[config.mk]
export PLATFORM = sky130hd
export DESIGN_NAME = quench_timer_dual
export DESIGN_NICKNAME = d
export VERILOG_FILES = /design/src/rtl/qtmr_pkg.sv /design/src/rtl/qtmr_level.sv /design/src/rtl/qtmr_hyst.sv /design/src/rtl/quench_timer_dual.sv
export SDC_FILE = /design/constraint.sdc
export NUM_CORES = 1
export LEC_CHECK = 0
export BUFFER_PORTS_ARGS = -buffer_cell sky130_fd_sc_hd__buf_2
export CORE_MARGIN = 5
export CORE_UTILIZATION = 55
export DETAILED_ROUTE_END_ITERATION = 8
export PLACE_DENSITY = 0.82
export SETUP_SLACK_MARGIN = 0.3
export SLEW_MARGIN = 40
export SYNTH_ARGS = -nofsm -noshare
export SYNTH_HDL_FRONTEND = slang
export SYNTH_HIERARCHICAL = 1
export SYNTH_SLANG_ARGS = --single-unit
export TNS_END_PERCENT = 1
[constraint.sdc]
create_clock -name clk_i -period 2.99 [get_ports clk_i]
set_input_delay 0.598 -clock clk_i [delete_from_list [all_inputs] [get_ports clk_i]]
set_output_delay 0.598 -clock clk_i [all_outputs]
set_load 0.01 [all_outputs]
[src/rtl/qtmr_pkg.sv]
package qtmr_pkg;

    // Phase of the hysteresis comparator; the encoding is the timer bit.
    typedef enum logic [0:0] {
        PH_SAMPLE = 1'b0,
        PH_QUENCH = 1'b1
    } phase_t;

    // What the level register does in a cycle.
    typedef enum logic [1:0] {
        MV_PRELOAD = 2'd0,
        MV_HOLD    = 2'd1,
        MV_DOWN    = 2'd2,
        MV_UP      = 2'd3
    } move_t;

endpackage

[src/rtl/qtmr_level.sv]
module qtmr_level
    import qtmr_pkg::*;
#(
    parameter int LW      = 8,
    parameter int FULL    = 192,
    parameter int DN_STEP = 4,
    parameter int UP_STEP = 3
) (
    input  logic          clk_i,
    input  logic          clr_i,
    input  logic          ctrl_i,
    input  logic          tick_i,
    output logic [LW-1:0] lvl_q_o,
    output logic [LW-1:0] lvl_nxt_o
);

    localparam int EW = LW + 1;
    localparam logic [EW-1:0] FULL_X = EW'(FULL);
    localparam logic [EW-1:0] DN_X   = EW'(DN_STEP);
    localparam logic [EW-1:0] UP_X   = EW'(UP_STEP);

    move_t         move;
    logic [EW-1:0] cur_x;
    logic [EW-1:0] up_sum;
    logic [EW-1:0] dn_dif;

    // Select the action; clear wins over everything else.
    always_comb begin
        if (clr_i)        move = MV_PRELOAD;
        else if (!tick_i) move = MV_HOLD;
        else if (ctrl_i)  move = MV_DOWN;
        else              move = MV_UP;
    end

    always_comb begin
        cur_x  = {1'b0, lvl_q_o};
        up_sum = cur_x + UP_X;
        dn_dif = cur_x - DN_X;
        unique case (move)
            MV_PRELOAD: lvl_nxt_o = LW'(FULL);
            MV_HOLD:    lvl_nxt_o = lvl_q_o;
            MV_DOWN:    lvl_nxt_o = (cur_x < DN_X) ? '0 : dn_dif[LW-1:0];
            MV_UP:      lvl_nxt_o = (up_sum > FULL_X) ? LW'(FULL) : up_sum[LW-1:0];
            default:    lvl_nxt_o = lvl_q_o;
        endcase
    end

    always_ff @(posedge clk_i) begin
        lvl_q_o <= lvl_nxt_o;
    end


    dn_step_chk: assert property (@(posedge clk_i) disable iff (clr_i)
        (tick_i && ctrl_i && lvl_q_o >= LW'(DN_STEP))
        |=> (lvl_q_o == $past(lvl_q_o) - LW'(DN_STEP)));


    up_step_chk: assert property (@(posedge clk_i) disable iff (clr_i)
        (tick_i && !ctrl_i && lvl_q_o <= LW'(FULL - UP_STEP))
        |=> (lvl_q_o == $past(lvl_q_o) + LW'(UP_STEP)));


    idle_hold_chk: assert property (@(posedge clk_i) disable iff (clr_i)
        (!tick_i) |=> $stable(lvl_q_o));


    floor_sat_chk: assert property (@(posedge clk_i) disable iff (clr_i)
        (tick_i && ctrl_i && lvl_q_o < LW'(DN_STEP)) |=> (lvl_q_o == '0));


    ceil_sat_chk: assert property (@(posedge clk_i) disable iff (clr_i)
        (tick_i && !ctrl_i && lvl_q_o > LW'(FULL - UP_STEP)) |=> (lvl_q_o == LW'(FULL)));

endmodule

[src/rtl/qtmr_hyst.sv]
module qtmr_hyst
    import qtmr_pkg::*;
#(
    parameter int LW    = 8,
    parameter int HI_LV = 144,
    parameter int LO_LV = 48
) (
    input  logic          clk_i,
    input  logic          clr_i,
    input  logic [LW-1:0] lvl_nxt_i,
    output logic          timer_o
);

    phase_t ph_q;
    phase_t ph_d;

    // Next-phase logic with hysteresis between the two thresholds.
    always_comb begin
        ph_d = ph_q;
        if (clr_i) begin
            ph_d = PH_SAMPLE;
        end else begin
            unique case (ph_q)
                PH_SAMPLE: if (lvl_nxt_i <= LW'(LO_LV)) ph_d = PH_QUENCH;
                PH_QUENCH: if (lvl_nxt_i >= LW'(HI_LV)) ph_d = PH_SAMPLE;
                default:   ph_d = PH_SAMPLE;
            endcase
        end
    end

    // State register.
    always_ff @(posedge clk_i) begin
        ph_q <= ph_d;
    end

    // Output decode.
    always_comb begin
        timer_o = (ph_q == PH_QUENCH);
    end

endmodule

[src/rtl/quench_timer_dual.sv]
module quench_timer_dual
    import qtmr_pkg::*;
#(
    parameter int FRAC_BITS  = 4,
    parameter int FULL_UNITS = 12,
    parameter int HI_UNITS   = 9,
    parameter int LO_UNITS   = 3,
    parameter int DN_STEP    = 4,
    parameter int UP_STEP    = 3
) (
    input  logic                                           clk_i,
    input  logic                                           clr_i,
    input  logic                                           ctrl_i,
    input  logic                                           tick_i,
    output logic                                           timer_o,
    output logic [$clog2(FULL_UNITS+1)+FRAC_BITS-1:0]      level_o
);

    localparam int LW    = $clog2(FULL_UNITS + 1) + FRAC_BITS;
    localparam int FULL  = FULL_UNITS << FRAC_BITS;
    localparam int HI_LV = HI_UNITS << FRAC_BITS;
    localparam int LO_LV = LO_UNITS << FRAC_BITS;

    logic [LW-1:0] lvl_nxt;

    qtmr_level #(
        .LW(LW), .FULL(FULL), .DN_STEP(DN_STEP), .UP_STEP(UP_STEP)
    ) u_level (
        .clk_i     (clk_i),
        .clr_i     (clr_i),
        .ctrl_i    (ctrl_i),
        .tick_i    (tick_i),
        .lvl_q_o   (level_o),
        .lvl_nxt_o (lvl_nxt)
    );

    qtmr_hyst #(
        .LW(LW), .HI_LV(HI_LV), .LO_LV(LO_LV)
    ) u_hyst (
        .clk_i     (clk_i),
        .clr_i     (clr_i),
        .lvl_nxt_i (lvl_nxt),
        .timer_o   (timer_o)
    );


    rise_thresh_chk: assert property (@(posedge clk_i) disable iff (clr_i)
        $rose(timer_o) |-> (level_o <= LW'(LO_LV)));


    fall_thresh_chk: assert property (@(posedge clk_i) disable iff (clr_i)
        $fell(timer_o) |-> (level_o >= LW'(HI_LV)));


    mid_hold_chk: assert property (@(posedge clk_i) disable iff (clr_i)
        (level_o > LW'(LO_LV) && level_o < LW'(HI_LV)) |-> $stable(timer_o));

endmodule

==> metrics.txt, run 1 <==
worst-case clock skew 0.001709 ns; site row count 14; antenna violations before repair 0; post-route ant nets 0; gr usage total 17.03%; fin crit share 83.82%; Netlist Area Pre-Place 839.6 um2; Achievable Freq 399.0 MHz; Pins Over Slew Limit 0; share of total power in combinational logic 39.7%; Yosys warnings 6; combined area of the multi-input logic cells 613.1 um2; maximum number of pins on one net before global-route repair 13; Ports 13; unique cell type count in the Yosys netlist 45; initial drt markers 28; routed wire length 2103 um; fraction of post-synthesis cell area in the top cell type by area 21.46%; leading area contributor after synthesis dfxtp_1; Floorplan Core Area 1471 um2; ant diodes 0; remaining global-route overflow 0; switch share between 40 and 50%; total of flip-flops plus latches after synthesis 9; cell with the biggest individual delay on the critical path dfxtp_1; EDFF count, synth 0; sequential area share after synthesis 21.46%; remaining max-slew budget at the tightest pin 56.19%; Final Hold Viols 0; clock-pin slew on the worst setup and hold paths 0.06 ns; fraction of registers with async set or reset after synthesis 0%; # Post-CTS Setup Buffers 0; initial core utilization 57.06%; Num CTS Buffers 3; Avg Synthesized Cell Area between 8 and 9 um2; die outline height a little under 50 um; result of the run finished clean; number of DRC violations after detailed routing 0; post-layout minimum cycle time 2.506 ns; sequential group share of total power approximately two fifths; Die X-Extent 49.07 um; commonest cells in the synthesized netlist dfxtp_1 (9), nand2_1 (7), inv_1 (6), nor2_1 (6), o21ai_0 (5); CP Max Fanout 11; routed via count divided by cell count about 6.7; accumulated negative setup slack 0 ns; buffer depth of the longest clock path 2; Setup crit start kind register; Filler Cell Count 145; post-synthesis instance total 96; type of the tightest min-delay check register to register; Arrival @ worst endpoint approximately 2.7 ns; Total Die Area 2408 um2; first-pass GRT wire length 3394 um; average wire per standard cell 17.38 um; worst slack on hold paths 0.5068 ns; weighted congestion at the end of routability-driven global placement 0.9198; setup repair after global routing missed its margin no; number of max-capacitance violations reported 0; crit-path cells o2111ai_1 > nor4_4 > a311oi_4 > a41oi_2 > o32ai_2 > nor4_2 > nor2_1 > o41ai_2; number of setup violations in the final report 0; Int Power roughly 260 uW; synthesis-to-finish area growth 10.13%; total clock sinks 9; actual slew at the worst max-slew pin approximately 0.66 ns; total number of nets in the final design 114; Crit path required time 3.15 ns; switching pwr 191.2 uW; CTS tree built; Post-Synthesis Net Count 104; clock latency at the later pin of the worst-skew pair 0.25 ns; dominant cell by count in the synthesized netlist dfxtp_1; Root Buffer clkbuf_4; classification of the worst setup path register to register; vias 806; register area ~180 um2; H-tree Lvls 1; main flop type after synthesis dfxtp_1; Detailed Place HPWL 1560 um; total power per unit cell area 482.9 nW/um2; buffers added on ports 12; most area-consuming cells after synthesis dfxtp_1 (21%), ha_1 (6.0%), nor4_2 (4.5%); standby leakage power 0.3297 nW; number of search-and-repair iterations in the first detailed-routing pass 4; Max VDD drop 0.0003787 V; proportion of layout cells with a drive suffix above 1 28.57%; Worst setup EP type register; slowest cell delay on critical path between 0.5 and 0.6 ns; Clock power frac between 20% and 30%; via count of the first global-routing pass around 750
[power by group through the flow]
stage / registers (mW) / logic (mW) / clock network (mW)
4_1_cts: 0.177 / 0.168 / 0.0942
2_1_floorplan: 0.158 / 0.161 / 0
3_3_place_gp: 0.177 / 0.162 / 0
3_5_place_dp: 0.180 / 0.167 / 0
6_report: 0.178 / 0.177 / 0.0913
5_1_grt: 0.182 / 0.194 / 0.104
[timing repair]
item,in CTS,in global routing
setup endpoints to repair,0,1
hold buffers,0,0
gates resized for setup,0,6
[critical path, delay by kind of cell (launching register included)]
kind	cells	cell delay [ns]
compound gates	5	1.09
simple gates	3	0.77
flops	1	0.54
[through the flow]
stage | instance area (um2) | std cells | setup slack [ns] | total power [mW] | util, %
2_1_floorplan | 839.6 | 96 | 0.6997 | 0.3192 | -
3_3_place_gp | 869.6 | 117 | 0.5371 | 0.3383 | 59.10
3_5_place_dp | 869.6 | 117 | 0.4041 | 0.3470 | 59.10
4_1_cts | 895.9 | 121 | 0.3793 | 0.4388 | 60.88
5_1_grt | 924.6 | 121 | 0.2638 | 0.4804 | 62.84
6_report | 924.6 | 121 | 0.4839 | 0.4465 | 62.84
[registers in the layout, summed over array words and instances (netlist names)]
name and flops:
u_level/lvl_q_o 8, u_hyst/timer_o 1
[layout by cell type, fill, tap and decap left out, types with 2 or more instances in the layout]
cell | synthesis | final
xnor2_1 | 2 | 2
buf_2 | 1 | 12
clkbuf_4 | 0 | 3
o31ai_1 | 4 | 4
dfxtp_1 | 9 | 7
a31oi_1 | 2 | 2
o21ai_0 | 5 | 5
dfxtp_2 | 0 | 2
nand3_1 | 3 | 3
o21ai_1 | 3 | 3
a21oi_1 | 3 | 3
o32ai_2 | 0 | 2
nor3_1 | 2 | 2
nor2_1 | 6 | 6
nand2_1 | 7 | 7
nor4_2 | 3 | 2
inv_1 | 6 | 6
mux2i_1 | 2 | 2
ha_1 | 4 | 3
nand3b_1 | 2 | 2
[final cells by class]
class | instances | area share (%)
multi-input combinational | 74 | 66.31
sequential | 9 | 19.76
timing repair buffer | 12 | 6.495
clock buffer | 4 | 2.842
inverter | 6 | 2.436
tap | 16 | 2.165
[kinds of logic after synthesis]
logic type | count (synthesis) | synth area share (%)
buf+inv | 13 | 8.643
mux | 3 | 3.726
compound gates | 33 | 35.62
flops | 9 | 21.46
xor+xnor | 3 | 3.130
fa+ha+maj | 4 | 5.961
simple gates | 31 | 21.46
[layer usage]
metal  vias to the layer above  track usage, %  routed length (um)
met5                         -               0                   0
met4                         0           1.794                  17
met3                         2           4.587                 162
met2                        38           28.54                1004
met1                       380           22.20                 918
li1                        386               -                   -
[final timing paths]
path,slack [ns],cells past startpoint,end,from
max,0.48,8,u_hyst/timer_o,u_level/lvl_q_o[4]
min,0.51,2,u_hyst/timer_o,u_hyst/timer_o
max reg2reg,0.48,8,u_hyst/timer_o,u_level/lvl_q_o[4]
min reg2reg,0.51,2,u_hyst/timer_o,u_hyst/timer_o
Note: power is estimated with default switching activity, not from simulation.
==> run 2, diff against run 1 <==
--- a/config.mk
+++ b/config.mk
@@ -7,9 +7,9 @@
 export LEC_CHECK = 0
 export BUFFER_PORTS_ARGS = -buffer_cell sky130_fd_sc_hd__buf_2
 export CORE_MARGIN = 5
-export CORE_UTILIZATION = 55
+export CORE_UTILIZATION = 49
 export DETAILED_ROUTE_END_ITERATION = 8
-export PLACE_DENSITY = 0.82
+export PLACE_DENSITY = 0.77
 export SETUP_SLACK_MARGIN = 0.3
 export SLEW_MARGIN = 40
 export SYNTH_ARGS = -nofsm -noshare
==> constraint.sdc (replaced) <==
create_clock -name clk_i -period 2.2 [get_ports clk_i]
set_input_delay 0.44 -clock clk_i [delete_from_list [all_inputs] [get_ports clk_i]]
set_output_delay 0.44 -clock clk_i [all_outputs]
set_load 0.01 [all_outputs]
==> run 2 against run 1 <==
The flow now finishes with violations (setup timing). Cell count is 8.3% higher. Routed wire length is 6.1% higher. Non-clock buffer count is 9 higher. Total power is 49% higher. Register-to-register slack worse by 0.51 ns. Count of clock-buffer cells in the layout stayed put. Largest cell class unchanged. First-iteration DRC count is 25% higher. Fmax is 12% higher. Clock skew is 0.0025 ns higher. Clock power is 31% higher. Largest power group is now combinational cells. Global-route usage is 2.0 points higher.
==> metrics.txt, run 2 (synthesis results as in run 1) <==
initial drt markers 35 (+25%); classification of the worst setup path register to register; beginning of the critical path u_level/lvl_q_o[1]; Pins Over Slew Limit 0 (unchanged); Top reg by flops u_level/lvl_q_o; number of flip-flops under the largest register name 8 (unchanged); die outline height 51.39 um (+4.7%); placed inst area 996.0 um2 (+15%); internal reg-to-reg setup slack -0.03 ns (-0.51 ns); standby leakage power 0.3911 nW (+19%); Die X-Extent 51.39 um (+4.7%); capture point of the worst path u_hyst/timer_o; buffers added on ports 12 (unchanged); most used cells in the layout excluding fill and tap cells buf_2 (12), buf_4 (9), nand2_1 (7), nor2_1 (6); number of DRC violations after detailed routing 0 (unchanged); Int Power 386.2 uW (+51%); # hold bufs at CTS 0 (unchanged); remaining max-slew budget at the tightest pin 61.77% (+5.6 points); buffer depth of the longest clock path 2 (unchanged); via count of the first global-routing pass 814 (+8.0%); Crit path required time 2.32 ns (-0.83 ns); H-tree Lvls 1 (unchanged); number of max-capacitance violations reported 0 (unchanged); average wire per standard cell 17.03 um (-2.0%); fin crit share 101.3% (+18 points); Arrival @ worst endpoint 2.35 ns (-0.31 ns); clock-pin slew on the worst setup and hold paths 0.06 ns (about the same); setup repair after global routing missed its margin yes; routed via count divided by cell count 6.443 (-3.3%); Setup crit start kind register; proportion of layout cells with a drive suffix above 1 47.37% (+19 points); antenna violations before repair 0 (unchanged); Root Buffer clkbuf_4; Worst setup EP type register; switch share 42.07% (-0.75 points); site row count 15 (+1); total clock sinks 9 (unchanged); Num CTS Buffers 3 (unchanged); Max VDD drop 0.0005516 V (+46%); worst-case clock skew 0.004168 ns (+0.002459 ns); post-placement worst setup slack 0.03155 ns (-0.3725 ns); CTS tree built; total power per unit cell area 629.2 nW/um2 (+30%); post-route ant nets 0 (unchanged); number of search-and-repair iterations in the first detailed-routing pass 4 (unchanged); most common cell after layout, fill and taps aside buf_2; ant diodes 0 (unchanged); reg-to-reg startpoint u_level/lvl_q_o[1]; beginning of the worst hold path u_hyst/timer_o; initial core utilization 50.26% (-6.8 points); Final Hold Viols 0 (unchanged); CP Max Fanout 6 (-5); post-route cell area 1060 um2 (+15%); result of the run finished with violations; Ports 13 (unchanged); switching pwr 280.5 uW (+47%); number of setup violations in the final report 1 (+1); vias 844 (+4.7%); Floorplan Core Area 1670 um2 (+14%); type of the tightest min-delay check register to register; destination of the worst register-to-register timing path u_hyst/timer_o; maximum number of pins on one net before global-route repair 11 (-2); total number of nets in the final design 123 (+7.9%); synthesis-to-finish area growth 26.23%; Detailed Place HPWL 1675 um (+7.4%); violations in the final reports setup timing; remaining global-route overflow 0 (unchanged); clock latency at the later pin of the worst-skew pair 0.25 ns (about the same); Achievable Freq 448.5 MHz (+12%); first-pass GRT wire length 3788 um (+12%); count of cells along the worst register-to-register path 10 (+2); final worst slack -0.02954 ns (-0.5134 ns); Total Die Area 2641 um2 (+9.7%); share of total power in combinational logic 49.4% (+9.7 points); actual slew at the worst max-slew pin 0.5646 ns (-0.09163 ns); sequential group share of total power 32.7% (-7.2 points); post-layout minimum cycle time 2.230 ns (-0.2766 ns); Clock power frac 18.0% (-2.4 points); weighted congestion at the end of routability-driven global placement 0.8508 (-7.5%); gr usage total 19.06% (+2.0 points); routed wire length 2231 um (+6.1%)
==> run 2: cell types whose count changed in the layout (fill, tap and decap cells not counted), moves of 2 or more <==
cell	change
buf_4	+9
inv_1	-4
dfxtp_1	-3
dfxtp_4	+2
ha_1	-2
ha_4	+2
inv_2	+2
inv_4	+2
==> run 2: repair_timing <==
| item | CTS | global route |
|---|---|---|
| endpoints found under the setup margin | 2 | 7 |
| resized for setup | 3 | 5 |
| setup buffers | 2 | 0 |
| pin swaps | 2 | 2 |
==> run 2: stage by stage <==
step | instances | utilization, % | TNS, ns | power, mW | hold slack [ns]
finish | 131 | 63.45 | -0.02954 | 0.6668 | 0.5191
global route | 131 | 63.45 | -0.1526 | 0.7180 | 0.5226
CTS | 131 | 62.40 | 0 | 0.6575 | 0.5121
detailed placement | 125 | 59.63 | 0 | 0.5276 | 0.4951
global placement | 125 | 59.63 | 0 | 0.5203 | 0.4806
floorplan | 96 | - | 0 | 0.4603 | 0.5220
==> run 2: cell type report <==
| class | instances | area (um2) |
|---|---|---|
| multi-input cells | 74 | 665.6 |
| repair buffers | 21 | 127.6 |
| inverters | 6 | 27.53 |
| flip-flops and latches | 9 | 191.4 |
| fillers | 148 | 610.6 |
| clock buffers | 4 | 26.28 |
| well taps | 17 | 21.27 |
==> run 2: metal layers <==
metal | vias up | part of all wire (%) | track usage (%)
met4 | 0 | 1.1 | 6.550
met3 | 4 | 3.5 | 3.790
met1 | 409 | 47 | 23.99
met5 | - | 0 | 0
met2 | 28 | 49 | 31.99
li1 | 403 | - | -
==> run 2: worst min path at each step <==
stage / slack (ns) / cells after the start / endpoint
3_5_place_dp: 0.50 / 2 / u_hyst/timer_o
6_report: 0.52 / 2 / u_hyst/timer_o
2_1_floorplan: 0.52 / 2 / u_hyst/timer_o
3_3_place_gp: 0.48 / 2 / u_hyst/timer_o
5_1_grt: 0.52 / 2 / u_hyst/timer_o
4_1_cts: 0.51 / 2 / u_hyst/timer_o
==> run 2: power groups by stage <==
stage          clock (mW)  sequential (mW)  combinational (mW)
2_1_floorplan           0            0.218               0.243
3_3_place_gp            0            0.219               0.301
3_5_place_dp            0            0.219               0.309
4_1_cts             0.125            0.217               0.316
5_1_grt             0.141            0.222               0.355
6_report            0.120            0.218               0.329
==> run 2: critical path: stages, from the launching register on <==
cell	delay, ns
dfxtp_4	0.39
inv_4	0.05
ha_4	0.17
and3b_2	0.31
nor4_4	0.06
a311oi_4	0.31
a41oi_2	0.13
o32ai_2	0.36
o31ai_1	0.11
nand3b_1	0.13
o41ai_2	0.07
